--- src/rtl/blkseq_pkg.sv ---
package blkseq_pkg;

  typedef enum logic [1:0] {
    ST_IDLE,
    ST_READ,
    ST_WRITE,
    ST_PAD
  } seq_st_e;

  typedef struct packed {
    logic move;
    logic dec;
    logic rep;
  } blk_cmd_t;

  // flag byte bit positions
  localparam int FL_S  = 7;
  localparam int FL_Z  = 6;
  localparam int FL_H  = 4;
  localparam int FL_PV = 2;
  localparam int FL_N  = 1;
  localparam int FL_C  = 0;

endpackage

--- src/rtl/blkseq_step.sv ---
module blkseq_step
  import blkseq_pkg::*;
#(
  parameter int AW = 16,
  parameter int CW = 16,
  parameter int DW = 8
) (
  input  blk_cmd_t        cmd,
  input  logic [AW-1:0]   hl,
  input  logic [AW-1:0]   de,
  input  logic [CW-1:0]   bc,
  input  logic [DW-1:0]   acc,
  input  logic [DW-1:0]   rd,
  input  logic [7:0]      flags,
  output logic [AW-1:0]   hl_n,
  output logic [AW-1:0]   de_n,
  output logic [CW-1:0]   bc_n,
  output logic [7:0]      flags_n,
  output logic            cont
);

  logic [DW-1:0] diff;
  logic [4:0]    low_diff;
  logic          eq;
  logic          bc_live;

  assign diff     = acc - rd;
  assign low_diff = {1'b0, acc[3:0]} - {1'b0, rd[3:0]};
  assign eq       = (diff == '0);
  assign bc_n     = bc - CW'(1);
  assign bc_live  = |bc_n;
  assign hl_n     = cmd.dec ? hl - AW'(1) : hl + AW'(1);

  always_comb begin
    flags_n        = flags;
    flags_n[FL_PV] = bc_live;
    if (cmd.move) begin
      de_n          = cmd.dec ? de - AW'(1) : de + AW'(1);
      flags_n[FL_H] = 1'b0;
      flags_n[FL_N] = 1'b0;
      cont          = cmd.rep & bc_live;
    end else begin
      de_n          = de;
      flags_n[FL_S] = diff[DW-1];
      flags_n[FL_Z] = eq;
      flags_n[FL_H] = low_diff[4];
      flags_n[FL_N] = 1'b1;
      cont          = cmd.rep & bc_live & ~eq;
    end
  end

endmodule

--- src/rtl/blkseq_timer.sv ---
module blkseq_timer #(
  parameter int SHORT_ST = 12,
  parameter int LONG_ST  = 14,
  localparam int CNT_W   = $clog2(LONG_ST)
) (
  input  logic             clk,
  input  logic             rst_n,
  input  logic             clr,
  input  logic             adv,
  input  logic             long_sel,
  output logic [CNT_W-1:0] cnt,
  output logic             last
);

  localparam logic [CNT_W-1:0] SHORT_END = CNT_W'(SHORT_ST - 1);
  localparam logic [CNT_W-1:0] LONG_END  = CNT_W'(LONG_ST - 1);

  logic [CNT_W-1:0] cnt_q, cnt_d;
  logic             at_end;

  assign at_end = (cnt_q == (long_sel ? LONG_END : SHORT_END));
  assign last   = adv & at_end;
  assign cnt    = cnt_q;

  always_comb begin
    cnt_d = cnt_q;
    if (clr)           cnt_d = '0;
    else if (adv)      cnt_d = at_end ? '0 : cnt_q + CNT_W'(1);
  end

  always_ff @(posedge clk or negedge rst_n) begin
    if (!rst_n) cnt_q <= '0;
    else        cnt_q <= cnt_d;
  end

  // state count never runs past the long iteration length
  a_r4_cnt_bound: assert property (@(posedge clk) disable iff (!rst_n)
    cnt_q <= LONG_END);

endmodule

--- src/rtl/blk_xfer_seq.sv ---
module blk_xfer_seq
  import blkseq_pkg::*;
#(
  parameter int ADDR_W   = 16,
  parameter int COUNT_W  = 16,
  parameter int DATA_W   = 8,
  parameter int SHORT_ST = 12,
  parameter int LONG_ST  = 14
) (
  input  logic               clk,
  input  logic               rst_n,
  input  logic               start,
  input  logic               op_move,
  input  logic               op_dec,
  input  logic               op_rep,
  input  logic [ADDR_W-1:0]  hl_in,
  input  logic [ADDR_W-1:0]  de_in,
  input  logic [COUNT_W-1:0] bc_in,
  input  logic [DATA_W-1:0]  a_in,
  input  logic [7:0]         f_in,
  output logic [ADDR_W-1:0]  hl_out,
  output logic [ADDR_W-1:0]  de_out,
  output logic [COUNT_W-1:0] bc_out,
  output logic [7:0]         f_out,
  output logic               busy,
  output logic               done,
  output logic               mem_req,
  output logic               mem_we,
  output logic [ADDR_W-1:0]  mem_addr,
  output logic [DATA_W-1:0]  mem_wdata,
  input  logic [DATA_W-1:0]  mem_rdata,
  input  logic               mem_ack
);

  localparam int TCNT_W = $clog2(LONG_ST);

  // reset: asserted asynchronously, released on a clock edge
  logic [1:0] rst_sync;
  logic       rst_sn;

  always_ff @(posedge clk or negedge rst_n) begin
    if (!rst_n) rst_sync <= 2'b00;
    else        rst_sync <= {rst_sync[0], 1'b1};
  end
  assign rst_sn = rst_sync[1];

  seq_st_e            state_q, state_d;
  blk_cmd_t           cmd_q;
  logic [ADDR_W-1:0]  hl_q, de_q;
  logic [COUNT_W-1:0] bc_q;
  logic [DATA_W-1:0]  a_q, rd_q;
  logic [7:0]         f_q;
  logic               done_q, done_d;

  logic               load, commit, rd_en, adv, clr;
  logic [ADDR_W-1:0]  hl_n, de_n;
  logic [COUNT_W-1:0] bc_n;
  logic [7:0]         f_n;
  logic               cont;
  logic [TCNT_W-1:0]  tcnt;
  logic               last;

  blkseq_step #(.AW(ADDR_W), .CW(COUNT_W), .DW(DATA_W)) u_step (
    .cmd     (cmd_q),
    .hl      (hl_q),
    .de      (de_q),
    .bc      (bc_q),
    .acc     (a_q),
    .rd      (rd_q),
    .flags   (f_q),
    .hl_n    (hl_n),
    .de_n    (de_n),
    .bc_n    (bc_n),
    .flags_n (f_n),
    .cont    (cont)
  );

  blkseq_timer #(.SHORT_ST(SHORT_ST), .LONG_ST(LONG_ST)) u_timer (
    .clk      (clk),
    .rst_n    (rst_sn),
    .clr      (clr),
    .adv      (adv),
    .long_sel (cont),
    .cnt      (tcnt),
    .last     (last)
  );

  // next-state and memory port decode
  always_comb begin
    state_d  = state_q;
    load     = 1'b0;
    commit   = 1'b0;
    rd_en    = 1'b0;
    adv      = 1'b0;
    clr      = 1'b0;
    done_d   = 1'b0;
    mem_req  = 1'b0;
    mem_we   = 1'b0;
    mem_addr = hl_q;
    unique case (state_q)
      ST_IDLE: begin
        if (start) begin
          load    = 1'b1;
          clr     = 1'b1;
          state_d = ST_READ;
        end
      end
      ST_READ: begin
        mem_req = 1'b1;
        if (mem_ack) begin
          rd_en   = 1'b1;
          adv     = 1'b1;
          state_d = cmd_q.move ? ST_WRITE : ST_PAD;
        end
      end
      ST_WRITE: begin
        mem_req  = 1'b1;
        mem_we   = 1'b1;
        mem_addr = de_q;
        if (mem_ack) begin
          adv     = 1'b1;
          state_d = ST_PAD;
        end
      end
      ST_PAD: begin
        adv = 1'b1;
        if (last) begin
          commit  = 1'b1;
          state_d = cont ? ST_READ : ST_IDLE;
          done_d  = ~cont;
        end
      end
      default: state_d = ST_IDLE;
    endcase
  end

  always_ff @(posedge clk or negedge rst_sn) begin
    if (!rst_sn) begin
      state_q <= ST_IDLE;
      done_q  <= 1'b0;
      cmd_q   <= '0;
      hl_q    <= '0;
      de_q    <= '0;
      bc_q    <= '0;
      a_q     <= '0;
      f_q     <= '0;
      rd_q    <= '0;
    end else begin
      state_q <= state_d;
      done_q  <= done_d;
      if (load) begin
        cmd_q <= '{move: op_move, dec: op_dec, rep: op_rep};
        hl_q  <= hl_in;
        de_q  <= de_in;
        bc_q  <= bc_in;
        a_q   <= a_in;
        f_q   <= f_in;
      end else if (commit) begin
        hl_q <= hl_n;
        de_q <= de_n;
        bc_q <= bc_n;
        f_q  <= f_n;
      end
      if (rd_en) rd_q <= mem_rdata;
    end
  end

  assign hl_out    = hl_q;
  assign de_out    = de_q;
  assign bc_out    = bc_q;
  assign f_out     = f_q;
  assign busy      = (state_q != ST_IDLE);
  assign done      = done_q;
  assign mem_wdata = rd_q;

  // a pending request holds address and direction
  a_r8_req_hold: assert property (@(posedge clk) disable iff (!rst_sn)
    (mem_req && !mem_ack) |=> (mem_req && $stable(mem_addr) && $stable(mem_we)));

  // completion is a single-cycle pulse
  a_r4_done_pulse: assert property (@(posedge clk) disable iff (!rst_sn)
    done |=> !done);

  // carry untouched while an operation runs
  a_r5_carry_kept: assert property (@(posedge clk) disable iff (!rst_sn)
    busy |=> $stable(f_out[FL_C]));

  // repeating move ends with zero count and P/V clear
  a_r2_move_end: assert property (@(posedge clk) disable iff (!rst_sn)
    (done && cmd_q.rep && cmd_q.move) |-> (bc_out == '0 && !f_out[FL_PV]));

  // repeating compare ends on a match or an exhausted count
  a_r3_cmp_end: assert property (@(posedge clk) disable iff (!rst_sn)
    (done && cmd_q.rep && !cmd_q.move) |-> (bc_out == '0 || f_out[FL_Z]));

endmodule

--- config.mk ---
export PLATFORM = sky130hd
export DESIGN_NAME = blk_xfer_seq
export DESIGN_NICKNAME = d
export VERILOG_FILES = /design/src/rtl/blkseq_pkg.sv /design/src/rtl/blkseq_step.sv /design/src/rtl/blkseq_timer.sv /design/src/rtl/blk_xfer_seq.sv
export SDC_FILE = /design/constraint.sdc
export NUM_CORES = 1
export LEC_CHECK = 0
export BUFFER_PORTS_ARGS = -buffer_cell sky130_fd_sc_hd__buf_2
export CORE_MARGIN = 10
export CORE_UTILIZATION = 35
export CTS_BUF_LIST = sky130_fd_sc_hd__clkbuf_16
export DETAILED_ROUTE_END_ITERATION = 8
export SYNTH_ARGS = -nofsm -noshare
export SYNTH_HDL_FRONTEND = slang
export SYNTH_SLANG_ARGS = --single-unit
--- constraint.sdc ---
create_clock -name clk -period 3.5 [get_ports clk]
set_input_delay 0.35 -clock clk [delete_from_list [all_inputs] [get_ports clk]]
set_output_delay 0.35 -clock clk [all_outputs]
set_load 0.03 [all_outputs]
==> results of run 1 <==
final cells by class:
type / count / share of cell area [%]
Inverter: 27 / 1.344
Clock buffer: 9 / 2.988
Tap cell: 225 / 3.734
Clock inverter: 7 / 1.228
Timing Repair Buffer: 180 / 12.91
Multi-Input combinational cell: 538 / 49.86
Sequential cell: 84 / 27.93
state kept, by name, summed over array words and instances, names as in the netlist:
register     count
hl_out          16
bc_out          16
cmd_q            3
a_q              8
u_timer.cnt      4
f_out            8
mem_wdata        8
done             1
rst_sync         2
de_out          16
state_q          2
kinds of logic (layout without fill, tap and decap cells):
family / count (synthesis) / after routing / synth area share [%]
muxes: 61 / 61 / 10.87
other: 1 / 1 / 0.06135
xor gates and xnor gates: 44 / 44 / 6.305
and+or+nand+nor: 233 / 233 / 18.28
buffers and inverters: 56 / 223 / 4.319
AOI/OAI and AO/OA: 154 / 154 / 16.32
DFF: 84 / 84 / 34.39
adders and majority gates: 45 / 45 / 9.458
worst max-delay path, delay by kind of cell (launching register included):
family | cells | cell delay, ps
muxes | 2 | 590
AOI/OAI and AO/OA | 3 | 900
xor gates and xnor gates | 1 | 150
DFF | 1 | 450
and+or+nand+nor | 3 | 1130
timing repair:
item | in CTS | in global routing
setup buffers | 0 | 1
hold buffers | 1 | 0
hold endpoints to repair | 2 | 0
resized for setup | 0 | 2
endpoints found under the setup margin | 0 | 13
power by group through the flow:
stage                     registers [mW]  clock network [mW]  logic, mW
final                               1.97                1.05       5.75
after global placement              1.97                   0       5.73
after global routing                2.04                1.13       6.33
after CTS                           1.97                1.08       5.79
after detailed placement            1.98                   0       5.75
after floorplan                     2.54                   0       3.70
how the worst max path moves through the flow:
stage                                  start                      to  slack [ps]  cells after the start
floorplan              bc_out[5]$_DFFE_PN0P_  state_q[0]$_DFFE_PN0P_          80                     11
global placement       bc_out[0]$_DFFE_PN0P_  state_q[0]$_DFFE_PN0P_         240                      9
detailed placement  mem_wdata[1]$_DFFE_PN0P_   bc_out[3]$_DFFE_PN0P_         150                     12
CTS                 mem_wdata[1]$_DFFE_PN0P_   bc_out[3]$_DFFE_PN0P_         120                     12
global route           bc_out[0]$_DFFE_PN0P_  state_q[0]$_DFFE_PN0P_          30                      9
finish                 bc_out[6]$_DFFE_PN0P_  state_q[0]$_DFFE_PN0P_         180                      9
layer usage:
metal / vias up / wire length, um / part of all wire [%] / GRT usage [%]
li1: 2767 / - / - / -
met4: 0 / 210 / 1.2 / 3.806
met3: 11 / 977 / 5.4 / 3.923
met5: - / 0 / 0 / 0
met2: 115 / 8555 / 47 / 25.06
met1: 2551 / 8286 / 46 / 19.31
per-stage QoR:
step	total power [mW]	hold WS, ps	std cells	util, %	instance area, um2
2_1_floorplan	6.246	54.41	678	-	6112
3_3_place_gp	7.702	136.3	1052	41.74	7194
3_5_place_dp	7.733	138.4	1052	41.74	7194
4_1_cts	8.841	170.8	1069	43.64	7522
5_1_grt	9.506	188.6	1070	43.74	7538
6_report	8.766	185.5	1070	43.74	7538
synth_stat cells (all sizes together) (7+ instances only):
library cell and count:
nand2 96, o21ai 51, xnor2 36, mux2i 31
a31oi 12, inv 27, or3 9, clkbuf 17
xor2 8, dfrtp 84, ha 43, nor2 46
nor3 16, buf 12, nand3 23, o21a 9
mux2 30, a21oi 29, o211ai 7
cell usage in the layout, fill, tap and decap left out, drive strengths merged, types with 5 or more instances in the layout:
| master | synthesis | final |
|---|---|---|
| ha | 43 | 43 |
| a31oi | 12 | 12 |
| buf | 12 | 179 |
| xor2 | 8 | 8 |
| a21oi | 29 | 29 |
| inv | 27 | 30 |
| or4 | 6 | 6 |
| mux2 | 30 | 30 |
| clkbuf | 17 | 9 |
| mux2i | 31 | 31 |
| or3 | 9 | 9 |
| a21o | 5 | 5 |
| nand2 | 96 | 96 |
| dfrtp | 84 | 84 |
| o21ai | 51 | 51 |
| o211ai | 7 | 7 |
| and3 | 5 | 5 |
| nor4 | 5 | 5 |
| o2111ai | 6 | 6 |
| o21a | 9 | 9 |
| o31ai | 6 | 6 |
| nand3 | 23 | 23 |
| xnor2 | 36 | 36 |
| a211oi | 5 | 5 |
| nor3 | 16 | 16 |
| nor2 | 46 | 46 |
==> summary.md, run 1 <==
| Metric | Value |
|---|---|
| Slew HR | `28.14%` |
| CTS Root Cell | `clkbuf_16` |
| Largest cells by area after synthesis | `dfrtp_1 34%, ha_1 8.8%, nand2_1 5.9%, mux2_2 5.5%, xnor2_1 5.2%` |
| Total congestion overflow | `0` |
| Setup ws final | `175.1 ps` |
| # H-tree levels | `3` |
| GRT Total Usage | `15.19%` |
| FF-to-FF End | `state_q[0]$_DFFE_PN0P_` |
| Critical Setup Path Class | `reg -> reg` |
| Core area | `17240 um2` |
| Worst R2R Path Depth | `9` |
| Post-Place Setup Slack | `148.5 ps` |
| R2R setup slack | `180 ps` |
| Die area | `23150 um2` |
| Setup crit end kind | `flip-flop` |
| EDFF count, synth | `0` |
| # fillers | `1714` |
| Syn_nets | `802` |
| Static leakage | `3.627 nW` |
| Pin count of the biggest net entering global routing | `79` |
| Status | `complete, no violations` |
| Clock share of power | `12.0%` |
| CTS Buf Count | `9` |
| RSZ-0062 raised after global routing | `false` |
| Slowest cell on the critical path | `or4_1` |
| Max VDD drop | `0.5280 mV` |
| Row count | `48` |
| Max Cap Violations | `0` |
| Setup tns final | `0 ps` |
| Logic pwr share | `65.6%` |
| Fin. Hold Viols | `0` |
| Final worst path period share | `95.00%` |
| Final nets | `964` |
| Final min period | `3325 ps` |
| Sw Share | `50.44%` |
| Peak Freq | `0.3008 GHz` |
| Dominant synthesized flop cell | `dfrtp_1` |
| Critical path's largest stage delay | `580 ps` |
| P_sw | `4.422 mW` |
| Synth top area share | `34.39%` |
| DRT iter0 DRCs | `207` |
| CTS tree | `built` |
| Setup-failing EPs final | `0` |
| Sequential fraction of design power | `22.4%` |
| DRC viols | `0` |
| TritonRoute pass-1 iters | `4` |
| Sequential area share after synthesis | `34.39%` |
| Post-Syn Instances | `678` |
| Via count | `5444` |
| CP startpoint kind | `flip-flop` |
| I/O pin count | `163` |
| Routed WL | `18.03 mm` |
| Internal power | `4.344 mW` |
| Mapped Area | `6112 um2` |
| Least-Margin Pin Slew | `1078 ps` |
| Layout cells sized above 1 | `28.88%` |
| Post-synth ARST share | `100.0%` |
| Critical path required time | `3730 ps` |
| Vias in the first global route | `5433` |
| Die height | `152.2 um` |
| Worst hold stages | `3` |
| Hold Crit Endpoint | `a_q[2]$_DFFE_PN0P_` |
| HPWL Detailed | `13.83 mm` |
| Worst Clk Skew | `6.197 ps` |
| Seq cells post-synth | `84` |
| Yosys cell types | `65` |
| Slew Limit Fails | `0` |
| FF-to-FF Start | `bc_out[6]$_DFFE_PN0P_` |
| Initial Util | `35.46%` |
| Die W | `152.2 um` |
| CTS Buffer Depth | `2` |
| Post-route ant nets | `0` |
| Hold Crit Class | `in -> reg` |
| Routability Congestion | `0.8310` |
| Drt wl/cell | `16.85 um` |
| CTS sink count | `84` |
| Port bufs | `162` |
| Global-route wire length before repair | `29.10 mm` |
| Worst-path maximum fanout | `6` |
| Area leader, netlist | `dfrtp_1` |
| Power density over the cells | `1163 nW/um2` |
| Area growth syn-to-layout | `23.34%` |
| Worst path arrival time | `3560 ps` |
| Worst-path cell chain | `or4_1 > nor4b_2 > xnor2_1 > o2111ai_1 > o41a_1 > and2_1 > mux2i_4 > a21oi_1 > mux2_2` |
| Register area | `2106 um2` |
| Skew-Pair Late Insertion Delay | `350 ps` |
| Mean Syn Cell Area | `9.015 um2` |
| Initial antenna violation count | `1` |
| Min-delay src | `a_in[2]` |
| Multi-input logic area | `3759 um2` |
| Clk slew on worst S/H paths | `70 ps` |
| ANT cells | `0` |
| Synth warn | `0` |
| Drt via density | `5.088` |
Power figures use the tool's default switching activity.
==> run 2: changes to the inputs <==
--- a/config.mk
+++ b/config.mk
@@ -7,9 +7,10 @@
 export LEC_CHECK = 0
 export BUFFER_PORTS_ARGS = -buffer_cell sky130_fd_sc_hd__buf_2
 export CORE_MARGIN = 10
-export CORE_UTILIZATION = 35
+export CORE_UTILIZATION = 54
 export CTS_BUF_LIST = sky130_fd_sc_hd__clkbuf_16
 export DETAILED_ROUTE_END_ITERATION = 8
+export PLACE_DENSITY = 0.82
 export SYNTH_ARGS = -nofsm -noshare
 export SYNTH_HDL_FRONTEND = slang
 export SYNTH_SLANG_ARGS = --single-unit
==> run 2 against run 1 <==
Clock power fell by 17%. Critical path depth rose by 1. Utilization rose by 23 points. Final cell count fell by 8.1%. Sequential share of layout area rose by 0.68 points. Count of clock-buffer cells in the layout did not move. Die area fell by 31%. Sequential power barely moved. Fmax fell by 0.78%. Setup slack got worse by 26 ps. Largest cell class unchanged.
==> summary.md, run 2 (synthesis results as in run 1) <==
| Metric | Value |
|---|---|
| Status | `complete, no violations (unchanged)` |
| Worst R2R Path Depth | `10 (was 9)` |
| Initial Util | `55.65% (was 35.46%)` |
| Skew-Pair Late Insertion Delay | `350 ps (about the same)` |
| HPWL Detailed | `13.51 mm (was 13.83 mm)` |
| Worst path arrival time | `3580 ps (was 3560 ps)` |
| Number of cells after detailed placement | `966 (was 1052)` |
| FF-to-FF Start | `bc_out[1]$_DFFE_PN0P_ (was bc_out[6]$_DFFE_PN0P_)` |
| Slowest cell on the critical path | `o41a_1 (was or4_1)` |
| P_sw | `4.492 mW (was 4.422 mW)` |
| Die area | `15970 um2 (was 23150 um2)` |
| Peak Freq | `0.2984 GHz (was 0.3008 GHz)` |
| Final nets | `962 (was 964)` |
| Critical path's largest stage delay | `500 ps (was 580 ps)` |
| CP startpoint kind | `flip-flop (unchanged)` |
| Row count | `38 (was 48)` |
| Critical Path Start | `bc_out[1]$_DFFE_PN0P_ (was bc_out[6]$_DFFE_PN0P_)` |
| Sequential fraction of design power | `23.0% (was 22.4%)` |
| Hold Crit Class | `in -> reg (unchanged)` |
| Power density over the cells | `1179 nW/um2 (was 1163 nW/um2)` |
| # fillers | `874 (was 1714)` |
| Drt via density | `5.875 (was 5.088)` |
| DRC viols | `0 (unchanged)` |
| Final min period | `3351 ps (was 3325 ps)` |
| CTS Buf Count | `9 (unchanged)` |
| CTS sink count | `84 (unchanged)` |
| Core area | `10980 um2 (was 17240 um2)` |
| Routed WL | `17.72 mm (was 18.03 mm)` |
| Max VDD drop | `0.6570 mV (was 0.5280 mV)` |
| Pin count of the biggest net entering global routing | `83 (was 79)` |
| GRT Total Usage | `21.57% (was 15.19%)` |
| Vias in the first global route | `5854 (was 5433)` |
| CTS Root Cell | `clkbuf_16 (unchanged)` |
| Die height | `126.4 um (was 152.2 um)` |
| Slew Limit Fails | `0 (unchanged)` |
| Logic pwr share | `67.0% (was 65.6%)` |
| CTS tree | `built (unchanged)` |
| Top sig layer | `met4 (unchanged)` |
| ANT cells | `0 (unchanged)` |
| Post-CTS Setup Inserts | `0 (unchanged)` |
| Total congestion overflow | `0 (unchanged)` |
| R2R setup slack | `150 ps (was 180 ps)` |
| Sw Share | `51.74% (was 50.44%)` |
| Fin. Hold Viols | `0 (unchanged)` |
| Setup-failing EPs final | `0 (unchanged)` |
| Commonest non-fill, non-tap cell in the layout | `buf_2 (unchanged)` |
| Finished Layout Cells | `983 (was 1070)` |
| Least-Margin Pin Slew | `1107 ps (was 1078 ps)` |
| Die W | `126.4 um (was 152.2 um)` |
| Clock share of power | `10.0% (was 12.0%)` |
| Routed met3 length | `1.260 mm (was 977 um)` |
| Routability Congestion | `0.9712 (was 0.8310)` |
| Total design power | `8.682 mW (was 8.766 mW)` |
| Critical Setup Path Class | `reg -> reg (unchanged)` |
| Max Cap Violations | `0 (unchanged)` |
| Worst-path maximum fanout | `8 (was 6)` |
| Drt wl/cell | `18.03 um (was 16.85 um)` |
| Worst Clk Skew | `8.629 ps (was 6.197 ps)` |
| Met2 Wirelength | `8.745 mm (was 8.555 mm)` |
| I/O pin count | `163 (unchanged)` |
| Hold Crit Endpoint | `f_out[3]$_DFFE_PN0P_ (was a_q[2]$_DFFE_PN0P_)` |
| Final worst path period share | `95.74% (was 95.00%)` |
| Post-route ant nets | `0 (unchanged)` |
| Static leakage | `3.586 nW (was 3.627 nW)` |
| Worst-path cell chain | `inv_1 > ha_1 > or4b_1 > nor4b_1 > o2111ai_1 > o41a_1 > and2_2 > mux2i_4 > a21oi_2 > mux2_2 (was or4_1 > nor4b_2 > xnor2_1 > o2111ai_1 > o41a_1 > and2_1 > mux2i_4 > a21oi_1 > mux2_2)` |
| Worst hold stages | `3 (unchanged)` |
| Setup crit end kind | `flip-flop (unchanged)` |
| Clk slew on worst S/H paths | `60 ps (was 70 ps)` |
| Port bufs | `162 (unchanged)` |
| DRT iter0 DRCs | `539 (was 207)` |
| Layout cells sized above 1 | `28.83% (was 28.88%)` |
| RSZ-0062 raised after global routing | `false (unchanged)` |
| Global-route wire length before repair | `28.75 mm (was 29.10 mm)` |
| Slew HR | `26.21% (was 28.14%)` |
| Layout Utilization | `67.04% (was 43.74%)` |
| TritonRoute pass-1 iters | `5 (was 4)` |
| # H-tree levels | `3 (unchanged)` |
| Internal power | `4.190 mW (was 4.344 mW)` |
| FF-to-FF End | `state_q[0]$_DFFE_PN0P_ (unchanged)` |
| Met1 WL | `7.367 mm (was 8.286 mm)` |
| Area growth syn-to-layout | `20.47% (was 23.34%)` |
| Critical path required time | `3730 ps (about the same)` |
| CTS Buffer Depth | `2 (unchanged)` |
| Initial antenna violation count | `0 (was 1)` |
| Setup tns final | `0 ps (unchanged)` |
| Via count | `5775 (was 5444)` |
| Commonest non-fill, non-tap cells in the layout | `162 x buf_2, 95 x nand2_1, 82 x dfrtp_1 (was 162 x buf_2, 95 x nand2_1, 83 x dfrtp_1)` |
| Min-delay src | `f_in[3] (was a_in[2])` |
==> run 2: worst max-delay path by stage <==
| stage | end | cells past startpoint |
|---|---|---|
| after floorplan | state_q[0]$_DFFE_PN0P_ | 11 |
| after global placement | state_q[1]$_DFFE_PN0P_ | 10 |
| final | state_q[0]$_DFFE_PN0P_ | 10 |
| after detailed placement | state_q[0]$_DFFE_PN0P_ | 10 |
| after global routing | de_out[5]$_DFFE_PN0P_ | 11 |
| after CTS | state_q[0]$_DFFE_PN0P_ | 10 |
==> run 2: area by class of cell <==
class	count	area, um2	share of cell area (%)
clock buffers	9	225.2	3.059
repair buffers	178	958.4	13.02
clock inverters	7	36.28	0.4928
inverters	27	101.3	1.376
multi-input cells	538	3760	51.06
well taps	140	175.2	2.379
flip-flops and latches	84	2107	28.62
==> run 2: stage by stage <==
| stage | area [um2] | setup WS (ps) | hold WS [ps] |
|---|---|---|---|
| 2_1_floorplan | 6112 | 81.64 | 54.41 |
| 3_3_place_gp | 7081 | 234.6 | 135.2 |
| 3_5_place_dp | 7081 | 117.1 | 137.2 |
| 4_1_cts | 7352 | 98.99 | 181.9 |
| 5_1_grt | 7363 | 4.360 | 185.0 |
| 6_report | 7363 | 148.9 | 188.8 |
==> run 2: what timing repair did <==
item,in CTS,in global routing
setup endpoints to repair,0,7
hold endpoints to repair,2,0
resized for setup,0,4
hold buffers,1,0
==> run 2: routing by layer <==
| metal | up-vias | track usage (%) |
|---|---|---|
| li1 | 2757 | - |
| met1 | 2776 | 25.78 |
| met2 | 211 | 36.60 |
| met3 | 31 | 5.373 |
| met4 | 0 | 8.038 |
| met5 | - | 0 |
==> run 2: power groups by stage <==
| stage | Combinational (mW) | Clock [mW] | Sequential, mW |
|---|---|---|---|
| detailed placement | 5.74 | 0 | 1.99 |
| floorplan | 3.70 | 0 | 2.54 |
| global route | 6.36 | 0.924 | 2.07 |
| finish | 5.82 | 0.867 | 2.00 |
| global placement | 5.55 | 0 | 1.96 |
| CTS | 5.79 | 0.883 | 1.98 |
==> run 2: critical path: cells and delay by family, from the launching register on <==
kind                       cells  cell delay, ps
muxes                          2             580
adders and majority gates      1             140
AOI/OAI and AO/OA              3             890
DFF                            1             460
and+or+nand+nor                3            1050
buffers and inverters          1             120
